$ cat src/rtl/uft_pkg.sv
// Package: shared types for the programmable-format transmitter.
// Assumes: at most 8 data bits per character, stop period given in half bits.
package uft_pkg;

    typedef enum logic [2:0] {
        ST_IDLE,
        ST_START,
        ST_DATA,
        ST_PAR,
        ST_STOP
    } tx_state_e;

    typedef enum logic [1:0] {
        PK_NONE,
        PK_CALC,
        PK_ONE,
        PK_ZERO
    } par_kind_e;

    typedef struct packed {
        logic [3:0] nbits;      // data bits, 5..8
        par_kind_e  pkind;      // parity source
        logic       par_odd;    // computed parity sense: 1 = odd
        logic [2:0] stop_half;  // stop length in half bits: 2, 3 or 4
    } fmt_t;

endpackage

$ cat src/rtl/uft_ctrl_reg.sv
// Module: format register and its decode.
// Stores the 8-bit control value, returns it for readback and decodes the
// character format and the break flag. Assumes a synchronous active-low reset.
module uft_ctrl_reg
    import uft_pkg::*;
#(
    parameter int RW = 8
) (
    input  logic          clk,
    input  logic          rst_n,
    input  logic          we,
    input  logic [RW-1:0] wdata,
    output logic [RW-1:0] rdata,
    output fmt_t          fmt,
    output logic          brk
);

    logic [RW-1:0] ctl_q;

    // Purpose: hold the control value, loaded by a write strobe.
    always_ff @(posedge clk) begin
        if (!rst_n) begin
            ctl_q <= '0;
        end else if (we) begin
            ctl_q <= wdata;
        end
    end

    assign rdata = ctl_q;
    assign brk   = ctl_q[6];

    // Purpose: turn the raw bits into word length, parity kind and stop length.
    always_comb begin
        fmt.nbits   = 4'd5 + {2'b00, ctl_q[1:0]};
        fmt.par_odd = ~ctl_q[4];
        if (!ctl_q[3]) begin
            fmt.pkind = PK_NONE;
        end else if (ctl_q[5]) begin
            fmt.pkind = ctl_q[4] ? PK_ZERO : PK_ONE;
        end else begin
            fmt.pkind = PK_CALC;
        end
        if (!ctl_q[2]) begin
            fmt.stop_half = 3'd2;
        end else if (ctl_q[1:0] == 2'b00) begin
            fmt.stop_half = 3'd3;
        end else begin
            fmt.stop_half = 3'd4;
        end
    end

endmodule

$ cat src/rtl/uft_parity.sv
// Module: parity bit generator.
// Masks the byte to the selected word length and forms the parity bit for the
// selected kind. Purely combinational. Assumes nbits <= DW.
module uft_parity
    import uft_pkg::*;
#(
    parameter int DW = 8
) (
    input  logic [DW-1:0] data,
    input  fmt_t          fmt,
    output logic          par
);

    localparam int NW = $clog2(DW + 1);

    logic [DW-1:0] masked;
    logic          ones_odd;

    // Purpose: drop data bits that lie above the word length.
    for (genvar i = 0; i < DW; i++) begin : g_mask
        assign masked[i] = data[i] & (NW'(i) < NW'(fmt.nbits));
    end

    assign ones_odd = ^masked;

    // Purpose: choose computed, stuck-one or stuck-zero parity.
    always_comb begin
        unique case (fmt.pkind)
            PK_CALC: par = fmt.par_odd ? ~ones_odd : ones_odd;
            PK_ONE:  par = 1'b1;
            PK_ZERO: par = 1'b0;
            default: par = 1'b0;
        endcase
    end

endmodule

$ cat src/rtl/uft_shifter.sv
// Module: frame sequencer and shift register.
// Captures a byte, its parity bit and the format when loaded, then steps
// through start, data, parity and stop periods counted in oversample ticks.
// Assumes OSR is even so that a half bit is a whole number of ticks.
module uft_shifter
    import uft_pkg::*;
#(
    parameter int DW  = 8,
    parameter int OSR = 16
) (
    input  logic          clk,
    input  logic          rst_n,
    input  logic          tick,
    input  logic          load,
    input  logic [DW-1:0] load_data,
    input  logic          load_par,
    input  fmt_t          load_fmt,
    output logic          idle,
    output logic          line_bit
);

    localparam int HALF  = OSR / 2;
    localparam int CNT_W = $clog2(2 * OSR) + 1;
    localparam int IDX_W = $clog2(DW + 1);

    tx_state_e        state_q;
    logic [CNT_W-1:0] cnt_q;
    logic [IDX_W-1:0] idx_q;
    logic [DW-1:0]    sh_q;
    logic             par_q;
    fmt_t             fmt_q;
    logic [CNT_W-1:0] last_cnt;
    logic             period_end;

    // Purpose: length of the current period, minus one, in ticks.
    always_comb begin
        if (state_q == ST_STOP) begin
            last_cnt = CNT_W'(fmt_q.stop_half) * CNT_W'(HALF) - CNT_W'(1);
        end else begin
            last_cnt = CNT_W'(OSR - 1);
        end
    end

    assign period_end = tick && (cnt_q == last_cnt);

    // Purpose: advance through the frame one tick at a time.
    always_ff @(posedge clk) begin
        if (!rst_n) begin
            state_q <= ST_IDLE;
            cnt_q   <= '0;
            idx_q   <= '0;
            sh_q    <= '0;
            par_q   <= 1'b0;
            fmt_q   <= '0;
        end else if (state_q == ST_IDLE) begin
            if (load) begin
                sh_q    <= load_data;
                par_q   <= load_par;
                fmt_q   <= load_fmt;
                cnt_q   <= '0;
                idx_q   <= '0;
                state_q <= ST_START;
            end
        end else if (tick) begin
            if (period_end) begin
                cnt_q <= '0;
                unique case (state_q)
                    ST_START: state_q <= ST_DATA;
                    ST_DATA: begin
                        sh_q <= sh_q >> 1;
                        if (idx_q == IDX_W'(fmt_q.nbits) - IDX_W'(1)) begin
                            idx_q   <= '0;
                            state_q <= (fmt_q.pkind != PK_NONE) ? ST_PAR : ST_STOP;
                        end else begin
                            idx_q <= idx_q + IDX_W'(1);
                        end
                    end
                    ST_PAR:  state_q <= ST_STOP;
                    ST_STOP: state_q <= ST_IDLE;
                    default: state_q <= ST_IDLE;
                endcase
            end else begin
                cnt_q <= cnt_q + CNT_W'(1);
            end
        end
    end

    assign idle = (state_q == ST_IDLE);

    // Purpose: line level for the current period.
    always_comb begin
        unique case (state_q)
            ST_START: line_bit = 1'b0;
            ST_DATA:  line_bit = sh_q[0];
            ST_PAR:   line_bit = par_q;
            default:  line_bit = 1'b1;
        endcase
    end

endmodule

$ cat src/rtl/uft_top.sv
// Module: programmable-format serial transmitter, top level.
// Joins the format register, parity generator and frame sequencer, gates the
// input handshake and applies break to the line. Assumes tick16 is a
// one-cycle pulse at OSR times the bit rate.
module uft_top
    import uft_pkg::*;
#(
    parameter int DW  = 8,
    parameter int OSR = 16
) (
    input  logic          clk,
    input  logic          rst_n,
    input  logic          tick16,
    input  logic          reg_we,
    input  logic [7:0]    reg_wdata,
    output logic [7:0]    reg_rdata,
    input  logic          in_valid,
    input  logic [DW-1:0] in_data,
    output logic          in_ready,
    output logic          tx
);

    fmt_t fmt;
    logic brk;
    logic par_bit;
    logic sh_idle;
    logic line_bit;
    logic accept;

    uft_ctrl_reg #(.RW(8)) u_reg (
        .clk   (clk),
        .rst_n (rst_n),
        .we    (reg_we),
        .wdata (reg_wdata),
        .rdata (reg_rdata),
        .fmt   (fmt),
        .brk   (brk)
    );

    uft_parity #(.DW(DW)) u_par (
        .data (in_data),
        .fmt  (fmt),
        .par  (par_bit)
    );

    assign in_ready = sh_idle && !brk;
    assign accept   = in_valid && in_ready;

    uft_shifter #(.DW(DW), .OSR(OSR)) u_shift (
        .clk       (clk),
        .rst_n     (rst_n),
        .tick      (tick16),
        .load      (accept),
        .load_data (in_data),
        .load_par  (par_bit),
        .load_fmt  (fmt),
        .idle      (sh_idle),
        .line_bit  (line_bit)
    );

    // Purpose: break overrides the sequencer and holds the line low.
    assign tx = brk ? 1'b0 : line_bit;

endmodule

$ cat config.mk
export PLATFORM = sky130hd
export DESIGN_NAME = uft_top
export DESIGN_NICKNAME = d
export VERILOG_FILES = /design/src/rtl/uft_pkg.sv /design/src/rtl/uft_ctrl_reg.sv /design/src/rtl/uft_parity.sv /design/src/rtl/uft_shifter.sv /design/src/rtl/uft_top.sv
export SDC_FILE = /design/constraint.sdc
export NUM_CORES = 1
export LEC_CHECK = 0
export BUFFER_PORTS_ARGS = -buffer_cell sky130_fd_sc_hd__buf_2
export CELL_PAD_IN_SITES_DETAIL_PLACEMENT = 0
export CELL_PAD_IN_SITES_GLOBAL_PLACEMENT = 1
export CORE_ASPECT_RATIO = 0.5
export CORE_MARGIN = 5
export CORE_UTILIZATION = 43
export CTS_CLUSTER_SIZE = 12
export DETAILED_ROUTE_END_ITERATION = 7
export GPL_TIMING_DRIVEN = 0
export PLACE_DENSITY = 0.9
export SLEW_MARGIN = 15
export SYNTH_ARGS = -nofsm -noshare
export SYNTH_HDL_FRONTEND = slang
export SYNTH_SLANG_ARGS = --single-unit
export TNS_END_PERCENT = 5
$ cat constraint.sdc
create_clock -name clk -period 2.8 [get_ports clk]
set_input_delay 0.42 -clock clk [delete_from_list [all_inputs] [get_ports clk]]
set_output_delay 0.42 -clock clk [all_outputs]
set_load 0.02 [all_outputs]
==> results.sh <==
export IMPL_holdPathStages=3
export IMPL_initial_core_util_pct=44.5
export IMPL_cap_violations=0
export IMPL_p_leak_nw=1.07
export IMPL_clkPwrFrac_pct=19.8
export IMPL_hold_worst_slack_ns=0.363
export IMPL_placement_io_buffers=28
export IMPL_antenna_found_initial=0
export IMPL_multiInputGateArea_um2=1270
export IMPL_period_share_pct=79.3
export IMPL_met2_length_um=2340
export IMPL_max_freq_mhz=450
export IMPL_finalMaxSlewViolations=0
export IMPL_synth_compound_area_share_pct=17.6
export IMPL_wl_met1_um=2350
export IMPL_p_seq_share_pct=33.9
export IMPL_synth_fa_ha_area_share_pct=5.10
export IMPL_most_common_layout_cells="dfxtp_1, buf_2, nor2_1"
export IMPL_ys_flop_type="dfxtp_1"
export IMPL_ctsHoldBuffers=0
export IMPL_final_common_cell="dfxtp_1"
export IMPL_worstHoldEndpoint="u_reg.rdata[1]"
export IMPL_viasPerCell=5.35
export IMPL_required_ns=3.01
export IMPL_synth_top_family_by_area="simple AND/OR/NAND/NOR gates"
export IMPL_synth_top_area_cell="dfxtp_1"
export IMPL_min_delay_start="reg_wdata[1]"
export IMPL_hold_viol=0
export IMPL_cts_root_buf="clkbuf_8"
export IMPL_top_layer_used="met4"
export IMPL_post_cts_setup_buffers=0
export IMPL_first_iter_violations=101
export IMPL_stdcell_count=350
export IMPL_synth_async_sr_flop_share_pct=0
export IMPL_io_pins=31
export IMPL_r2r_slack_ns=0.58
export IMPL_final_setup_viol_count=0
export IMPL_cts_buffers=5
export IMPL_dr_pass1_iters=4
export IMPL_skew_ns=0.00415
export IMPL_wl_per_cell_um=14.2
export IMPL_dp_hpwl_um=3810
export IMPL_seq_area_frac_synth_pct=35.4
export IMPL_die_x_um=111
export IMPL_synthToLayoutAreaGrowth_pct=14.9
export IMPL_synth_avg_cell_area_um2=9.04
export IMPL_grt_pass1_wl_um=8440
export IMPL_slew_limit_headroom_pct=59.6
export IMPL_grt_usage_pct=15.7
export IMPL_crit_path_start_kind="flop"
export IMPL_fin_crit_ns=2.22
export IMPL_synth_simple_area_share_pct=18.6
export IMPL_grt_overflow=0
export IMPL_routed_via_count=1874
export IMPL_grt_start_max_net_pins=12
export IMPL_synthMuxAreaShare_pct=7.26
export IMPL_synth_edff_count=0
export IMPL_worstMarginPinSlew_ns=0.605
export IMPL_dieArea_um2=6750
export IMPL_diodes=0
export IMPL_tns_ns=0
export IMPL_syn_nets=274
export IMPL_cts_tree="yes"
export IMPL_p_switching_mw=0.849
export IMPL_clock_latency_ns=0.29
export IMPL_syn_inst=244
export IMPL_critical_path_class="reg -> reg"
export IMPL_intPower_mw=1.29
export IMPL_hp_class="in -> reg"
export IMPL_die_y_um=60.6
export IMPL_synth_area_top_cells="dfxtp_1, mux2i_1, a21oi_1"
export IMPL_cts_htree_levels=2
export IMPL_p_per_area_nw_per_um2=843
export IMPL_clk_path_buf_depth=2
export IMPL_netlist_area_um2=2210
export IMPL_core_um2=4950
export IMPL_drive_gt1_share_pct=19.6
export IMPL_power_frac_comb_pct=46.3
export IMPL_cts_resized=0
export IMPL_swShare_pct=39.8
export IMPL_ys_types=51
export IMPL_ant_nets=0
export IMPL_r2r_end="u_shift.idx_q[0]"
export IMPL_dp_cells=342
export IMPL_seqCellArea_um2=781
export IMPL_clk_pin_slew_ns=0.08
export IMPL_cts_sinks=39
export IMPL_met3_length_um=218
export IMPL_worst_r2r_path_depth=10
export IMPL_synth_top_cell_area_share_pct=35.4
export IMPL_endpoint_kind="flop"
export IMPL_vdd_drop_max_v=0.000431
export IMPL_yosys_register_bits=39
export IMPL_synth_xor_area_share_pct=8.96
export IMPL_drt_total_wl_um=4970
export IMPL_status="finished clean"
export IMPL_gp_congestion=0.837
export IMPL_rsz0062_at_grt="no"
export IMPL_drc_errors=0
export IMPL_grt_pass1_vias=1763
export IMPL_fillers=472
export IMPL_cp_arrival_ns=2.43
export IMPL_path_max_fanout=10
export IMPL_r2r_start="u_shift.fmt_q[0]"
export IMPL_ys_warn_count=0
export IMPL_final_nets=309
export IMPL_num_rows=18
worst max-delay path by stage:
stage / from / endpoint / slack (ns) / depth (start not counted)
2_1_floorplan: u_shift.fmt_q[0] / u_shift.idx_q[0] / 0.87 / 10
3_3_place_gp: u_shift.fmt_q[0] / u_shift.idx_q[0] / 0.67 / 10
3_5_place_dp: u_shift.fmt_q[0] / u_shift.idx_q[0] / 0.58 / 10
4_1_cts: u_shift.fmt_q[0] / u_shift.idx_q[0] / 0.55 / 10
5_1_grt: u_shift.fmt_q[0] / u_shift.cnt_q[4] / 0.39 / 8
6_report: u_shift.fmt_q[0] / u_shift.idx_q[0] / 0.58 / 10
Yosys cell counts, drive strengths merged (2+ instances only):
library cell   n
a211oi         4
a21oi         23
a311oi         7
and2           3
and3           3
buf            8
clkbuf         7
dfxtp         39
ha             9
inv           13
mux2i         16
nand2         17
nand3          6
nand4          5
nor2          28
nor3           5
nor3b          2
o21ai          8
o311ai         2
o31ai          3
or3            2
xnor2          9
xor2          11
power by group through the flow:
stage | Combinational (mW) | Sequential [mW] | Clock (mW)
after detailed placement | 0.985 | 0.736 | 0
after global placement | 0.961 | 0.732 | 0
after global routing | 1.09 | 0.737 | 0.461
final | 0.988 | 0.725 | 0.423
after CTS | 0.988 | 0.724 | 0.426
after floorplan | 0.779 | 0.725 | 0
sequential cells by signal, summed over array words and instances, names as in the netlist:
signal,flops
u_reg.rdata,8
u_shift.cnt_q,6
u_shift.fmt_q,9
u_shift.idx_q,4
u_shift.par_q,1
u_shift.sh_q,8
u_shift.state_q,3
worst max-delay path, cell delays in order, from the launching register on:
cell,delay (ns)
dfxtp_1,0.35
inv_1,0.05
ha_1,0.30
nor4b_2,0.24
xor2_1,0.11
a211oi_2,0.33
a21o_1,0.18
buf_6,0.13
buf_12,0.13
nand3_2,0.09
o31ai_2,0.22
layer usage:
metal | global-route usage, % | up-vias
met5 | 0 | -
met3 | 3.49 | 8
met2 | 27.3 | 44
li1 | - | 937
met4 | 4.68 | 0
met1 | 20.2 | 885
metrics by stage:
stage                     utilization, %  power, mW  setup slack, ns  instance area [um^2]
after CTS                           51.1       2.14            0.552                  2530
final                               51.1       2.14            0.579                  2530
after global routing                51.1       2.29            0.391                  2530
after floorplan                        -       1.50            0.869                  2210
after global placement              49.1       1.69            0.673                  2430
after detailed placement            49.1       1.72            0.577                  2430
logic make-up (layout without fill, tap and decap cells):
group	after synthesis	after routing
AND/OR/NAND/NOR	75	75
AO/OA/AOI/OAI	56	56
flip-flops	39	39
buffers and inverters	28	64
XOR/XNOR	21	21
multiplexers	16	16
adder cells (fa/ha/maj)	9	9
final cells by class:
type,count,share of cell area (%)
Sequential cell,39,30.8
Timing Repair Buffer,28,5.53
Inverter,13,1.93
Multi-Input combinational cell,177,50.1
Clock buffer,8,3.95
Tap cell,70,3.46
Buffer,15,4.25
No activity file was read; power rests on OpenSTA's default activity.
